[src/rtl/dl_pkg.sv]
package dl_pkg;
  typedef enum logic [1:0] {
    DL_SEL_CTL  = 2'b00,
    DL_SEL_SER  = 2'b01,
    DL_SEL_OH   = 2'b10,
    DL_SEL_ONES = 2'b11
  } dl_sel_e;

  localparam dl_sel_e DL_SEL_RESET = DL_SEL_SER;
endpackage

[src/rtl/dl_rst_sync.sv]
module dl_rst_sync #(
  parameter int STAGES = 2
) (
  input  logic clk,
  input  logic rst_n,
  output logic rst_n_sync
);
  logic [STAGES-1:0] chain_q;

  always_ff @(posedge clk or negedge rst_n) begin
    if (!rst_n) chain_q <= '0;
    else        chain_q <= {chain_q[STAGES-2:0], 1'b1};
  end

  assign rst_n_sync = chain_q[STAGES-1];
endmodule

[src/rtl/dl_pos_counter.sv]
module dl_pos_counter #(
  parameter int FRAME_BITS = 193,
  parameter int R_POS      = 191,
  localparam int CW        = $clog2(FRAME_BITS)
) (
  input  logic clk,
  input  logic rst_n,
  input  logic bit_en,
  input  logic frame_start,
  output logic is_fbit,
  output logic is_rbit
);
  logic [CW-1:0] cnt_q, cnt_d, pos;

  always_comb begin
    if (frame_start)                         pos = '0;
    else if (cnt_q == CW'(FRAME_BITS - 1))   pos = '0;
    else                                     pos = cnt_q + CW'(1);
    cnt_d = bit_en ? pos : cnt_q;
  end

  always_ff @(posedge clk or negedge rst_n) begin
    if (!rst_n) cnt_q <= '0;
    else        cnt_q <= cnt_d;
  end

  assign is_fbit = (pos == '0);
  assign is_rbit = (pos == CW'(R_POS));
endmodule

[src/rtl/dl_sel_latch.sv]
module dl_sel_latch
  import dl_pkg::*;
(
  input  logic       clk,
  input  logic       rst_n,
  input  logic       bit_en,
  input  logic       is_fbit,
  input  logic [1:0] sel_in,
  output dl_sel_e    act_sel
);
  dl_sel_e sel_q, sel_d;
  logic    take;

  always_comb begin
    take    = bit_en && is_fbit;
    act_sel = take ? dl_sel_e'(sel_in) : sel_q;
    sel_d   = act_sel;
  end

  always_ff @(posedge clk or negedge rst_n) begin
    if (!rst_n) sel_q <= DL_SEL_RESET;
    else        sel_q <= sel_d;
  end
endmodule

[src/rtl/dl_router.sv]
module dl_router
  import dl_pkg::*;
(
  input  logic    clk,
  input  logic    rst_n,
  input  logic    bit_en,
  input  logic    is_rbit,
  input  logic    rx_data,
  input  dl_sel_e act_sel,
  output logic    ser_out,
  output logic    ctl_bit,
  output logic    ctl_vld,
  output logic    oh_data,
  output logic    oh_en
);
  logic ser_q, ser_d;
  logic cbit_q, cbit_d, cvld_q, cvld_d;
  logic ohd_q, ohd_d, ohe_q, ohe_d;
  logic force_one;

  always_comb begin
    force_one = is_rbit && (act_sel == DL_SEL_ONES);
    ser_d     = bit_en ? (force_one ? 1'b1 : rx_data) : ser_q;
    cvld_d    = bit_en && is_rbit && (act_sel == DL_SEL_CTL);
    cbit_d    = cvld_d ? rx_data : cbit_q;
    ohe_d     = ohe_q;
    ohd_d     = ohd_q;
    if (bit_en) begin
      ohe_d = is_rbit && (act_sel == DL_SEL_OH);
      ohd_d = ohe_d ? rx_data : 1'b1;
    end
  end

  always_ff @(posedge clk or negedge rst_n) begin
    if (!rst_n) begin
      ser_q  <= 1'b1;
      cbit_q <= 1'b0;
      cvld_q <= 1'b0;
      ohd_q  <= 1'b1;
      ohe_q  <= 1'b0;
    end else begin
      ser_q  <= ser_d;
      cbit_q <= cbit_d;
      cvld_q <= cvld_d;
      ohd_q  <= ohd_d;
      ohe_q  <= ohe_d;
    end
  end

  assign ser_out = ser_q;
  assign ctl_bit = cbit_q;
  assign ctl_vld = cvld_q;
  assign oh_data = ohd_q;
  assign oh_en   = ohe_q;
endmodule

[src/rtl/t1dm_dlink_extract.sv]
module t1dm_dlink_extract
  import dl_pkg::*;
#(
  parameter int FRAME_BITS = 193,
  parameter int R_POS      = 191
) (
  input  logic       clk,
  input  logic       rst_n,
  input  logic       bit_en,
  input  logic       frame_start,
  input  logic       rx_data,
  input  logic [1:0] dl_sel,
  output logic       ser_out,
  output logic       ctl_bit,
  output logic       ctl_vld,
  output logic       oh_data,
  output logic       oh_en
);
  logic    rst_n_s;
  logic    is_fbit, is_rbit;
  dl_sel_e act_sel;

  dl_rst_sync #(.STAGES(2)) u_rst (
    .clk(clk), .rst_n(rst_n), .rst_n_sync(rst_n_s)
  );

  dl_pos_counter #(.FRAME_BITS(FRAME_BITS), .R_POS(R_POS)) u_pos (
    .clk(clk), .rst_n(rst_n_s), .bit_en(bit_en), .frame_start(frame_start),
    .is_fbit(is_fbit), .is_rbit(is_rbit)
  );

  dl_sel_latch u_sel (
    .clk(clk), .rst_n(rst_n_s), .bit_en(bit_en), .is_fbit(is_fbit),
    .sel_in(dl_sel), .act_sel(act_sel)
  );

  dl_router u_rt (
    .clk(clk), .rst_n(rst_n_s), .bit_en(bit_en), .is_rbit(is_rbit),
    .rx_data(rx_data), .act_sel(act_sel),
    .ser_out(ser_out), .ctl_bit(ctl_bit), .ctl_vld(ctl_vld),
    .oh_data(oh_data), .oh_en(oh_en)
  );
endmodule

[config.mk]
export PLATFORM = sky130hd
export DESIGN_NAME = t1dm_dlink_extract
export DESIGN_NICKNAME = d
export VERILOG_FILES = /design/src/rtl/dl_pkg.sv /design/src/rtl/dl_rst_sync.sv /design/src/rtl/dl_pos_counter.sv /design/src/rtl/dl_sel_latch.sv /design/src/rtl/dl_router.sv /design/src/rtl/t1dm_dlink_extract.sv
export SDC_FILE = /design/constraint.sdc
export NUM_CORES = 1
export LEC_CHECK = 0
export BUFFER_PORTS_ARGS = -buffer_cell sky130_fd_sc_hd__buf_2
export CAP_MARGIN = 30
export CORE_MARGIN = 1.5
export CORE_UTILIZATION = 55
export CTS_BUF_LIST = sky130_fd_sc_hd__clkbuf_8
export CTS_CLUSTER_DIAMETER = 80
export DETAILED_ROUTE_END_ITERATION = 8
export PLACE_DENSITY = 0.76
export SLEW_MARGIN = 10
export SYNTH_ARGS = -nofsm -noshare
export SYNTH_HDL_FRONTEND = slang
export SYNTH_HIERARCHICAL = 1
export SYNTH_SLANG_ARGS = --single-unit
[constraint.sdc]
create_clock -name clk -period 0.8 [get_ports clk]
set_input_delay 0.12 -clock clk [delete_from_list [all_inputs] [get_ports clk]]
set_output_delay 0.12 -clock clk [all_outputs]
set_load 0.02 [all_outputs]
==> impl_metrics.env <==
export IMPL_clock_latency_ns=0.25
export IMPL_crit_type="flip-flop to flip-flop"
export IMPL_first_pass_iters=4
export IMPL_async_flop_share_pct=100
export IMPL_hp_class="input pin to flip-flop"
export IMPL_final_common_cell="buf_4"
export IMPL_cp_data_required_time_ns=0.94
export IMPL_grt_overflow=0
export IMPL_htree_levels=1
export IMPL_max_freq_mhz=386
export IMPL_ys_types=45
export IMPL_dieArea_um2=2130
export IMPL_synthAdderAreaFrac_pct=2.44
export IMPL_grt_pass1_wl_mm=4.36
export IMPL_track_usage_pct=29.8
export IMPL_synth_compound_area_share_pct=16.5
export IMPL_syn_inst=100
export IMPL_cts_buffer_depth=2
export IMPL_io_pins=12
export IMPL_ys_ff_latch=17
export IMPL_dp_hpwl_mm=1.85
export IMPL_clk_pin_slew_ns=0.07
export IMPL_cts_sinks=17
export IMPL_place_congestion=0.912
export IMPL_seq_area_frac_synth_pct=41.8
export IMPL_fin_crit_sh_pct=323
export IMPL_status="complete, but fails checks"
export IMPL_die_h_um=46.2
export IMPL_min_period_ns=2.59
export IMPL_row_count=15
export IMPL_cts_buffers_inserted=3
export IMPL_powerDensity_nw_per_um2=1550
export IMPL_synth_ff_type="dfrtp_1"
export IMPL_routedWlPerCell_um=18.8
export IMPL_cp_start_kind="flip-flop"
export IMPL_setup_slack_ns=-1.79
export IMPL_skew_ns=0.000492
export IMPL_hold_violations=0
export IMPL_final_cell_mix="26 x buf_4, 14 x dfrtp_1, 8 x buf_6"
export IMPL_arrival_ns=2.72
export IMPL_finalWirelength_mm=3.12
export IMPL_pre_cts_slack_ns=-1.63
export IMPL_via_per_inst=5.77
export IMPL_die_x_um=46.2
export IMPL_synth_xor_area_share_pct=3.41
export IMPL_drt_iter0_drc=45
export IMPL_setup_viol=20
export IMPL_io_buffers=11
export IMPL_fillers=98
export IMPL_syn_nets=109
export IMPL_drc=0
export IMPL_root_buffer="clkbuf_8"
export IMPL_rsz0062_at_grt="yes"
export IMPL_max_vdd_ir_drop_uv=1230
export IMPL_synthMuxAreaShare_pct=6.59
export IMPL_crit_fanout=4
export IMPL_core_um2=1750
export IMPL_nNetsFinal=151
export IMPL_finalMaxSlewViolations=0
export IMPL_synth_top_family_by_area="simple AND/OR/NAND/NOR gates"
export IMPL_yosys_area_share_simple_pct=24.6
export IMPL_antenna_found_initial=0
export IMPL_start_util_pct=58.8
export IMPL_end_kind="flip-flop"
export IMPL_power_leakage_nw=0.645
export IMPL_ant_nets=0
export IMPL_dr_total_vias=958
export IMPL_maxCapViolCount=0
export IMPL_drive_gt1_share_pct=51.8
export IMPL_yosysWarnings=6
export IMPL_cts_tree="done"
export IMPL_fin_area_um2=1510
export IMPL_antennaDiodeCount=0
export IMPL_postPlaceCellArea_um2=1330
export IMPL_synth_edf_count=0
export IMPL_syn_area_um2=1030
export IMPL_syn_to_final_growth_pct=47.1
export IMPL_violations="setup timing"
export IMPL_grt_max_degree=20
export IMPL_postSynthAreaPerCell_um2=10.3
export IMPL_grt_pass1_vias=907
-- through the flow --
step / util [%] / TNS (ns) / hold WS, ns / total power, W / std cells
5_1_grt: 86.5 / -17.74 / 0.146 / 0.00244 / 166
6_report: 86.5 / -16.95 / 0.143 / 0.00234 / 166
4_1_cts: 83.8 / -15.31 / 0.128 / 0.00225 / 165
3_3_place_gp: 76.2 / -13.72 / -0.0951 / 0.00156 / 158
3_5_place_dp: 76.2 / -14.39 / -0.0936 / 0.00159 / 158
2_1_floorplan: - / -12.93 / -0.176 / 0.00134 / 100
-- cell usage after synthesis (3+ instances only) --
master,count,area share (%)
nand3_1,4,2.0
nand2_1,5,1.8
or3_1,3,1.8
o21ai_1,5,2.4
a21oi_1,5,2.4
nor3_1,3,1.5
o2bb2ai_1,3,2.6
xor2_1,3,2.6
nor2_1,6,2.2
mux2i_1,3,2.9
dfrtp_1,14,34
inv_1,3,1.1
dfstp_2,3,7.7
-- path summary, 6_finish.rpt --
path | cells past startpoint | from | slack, ns | end
hold reg to reg | 1 | u_rst/chain_q[1]$_DFF_PN0_ | 0.25 | u_pos/cnt_q[6]$_DFFE_PN0P_
setup reg to reg | 9 | u_pos/cnt_q[1]$_DFFE_PN0P_ | -1.79 | u_rt/ctl_bit$_DFFE_PN0P_
hold / removal | 2 | rx_data | 0.14 | u_rt/ctl_bit$_DFFE_PN0P_
max in group asynchronous | 1 | u_rst/chain_q[1]$_DFF_PN0_ | 0.35 | u_sel/sel_q[0]$_DFF_PN1_
min in group asynchronous | 2 | rst_n | 0.19 | u_rst/chain_q[1]$_DFF_PN0_
setup / recovery | 9 | u_pos/cnt_q[1]$_DFFE_PN0P_ | -1.79 | u_rt/ctl_bit$_DFFE_PN0P_
-- layout make-up --
class | instances | area (um^2) | area share (%)
multi-input cells | 74 | 642 | 42.5
repair buffers | 42 | 345 | 22.9
inverters | 4 | 15.0 | 0.995
clock buffers | 3 | 41.3 | 2.74
well taps | 25 | 31.3 | 2.07
clock inverters | 1 | 5.00 | 0.332
flip-flops and latches | 17 | 429 | 28.4
-- state kept, by name, summed over array words and instances, names as in the netlist --
signal,cells
u_sel/sel_q,2
u_pos/cnt_q,8
u_rst/chain_q,2
u_rt/ser_out,1
u_rt/ctl_bit,1
u_rt/ctl_vld,1
u_rt/oh_data,1
u_rt/oh_en,1
-- layer usage --
layer	vias to the layer above	track usage, %	share of wire [%]	wire length [um]
met3	12	4.31	5.1	158
met2	36	45.0	49	1520
met1	469	41.2	42	1320
met5	-	0	0	0
li1	441	-	-	-
met4	0	15.4	3.7	117
-- critical path: stages (launching register included) --
cell,delay (ns)
dfrtp_1,0.43
inv_2,0.10
ha_4,0.21
nor4_1,0.26
mux2i_1,0.15
o31ai_2,0.23
nand2_1,0.14
mux2_2,0.30
and4bb_4,0.35
mux2_4,0.29
-- where the power goes --
| group | internal [W] | switching, W | total, W | leakage (nW) |
|---|---|---|---|---|
| Combinational | 0.000355 | 0.000339 | 0.000694 | 0.403 |
| Clock | 0.000345 | 0.000287 | 0.000632 | 0.0255 |
| Sequential | 0.000936 | 0.0000816 | 0.00102 | 0.217 |
| Total | 0.00164 | 0.000708 | 0.00234 | 0.645 |
-- timing repair --
action,4_1_cts,5_1_grt
resized for setup,17,7
pin swaps,3,1
endpoints found under the hold margin,2,0
hold buffers,1,0
endpoints found under the setup margin,20,20
setup buffers,2,1
-- cell families (layout without fill, tap and decap cells) --
group,after synthesis,count (layout)
AND/OR/NAND/NOR,38,38
AO/OA/AOI/OAI,23,23
flip-flops,17,17
buffers and inverters,9,50
multiplexers,6,6
XOR/XNOR,4,4
adder cells (fa/ha/maj),2,2
other,1,1
Note: power is estimated with default switching activity, not from simulation.
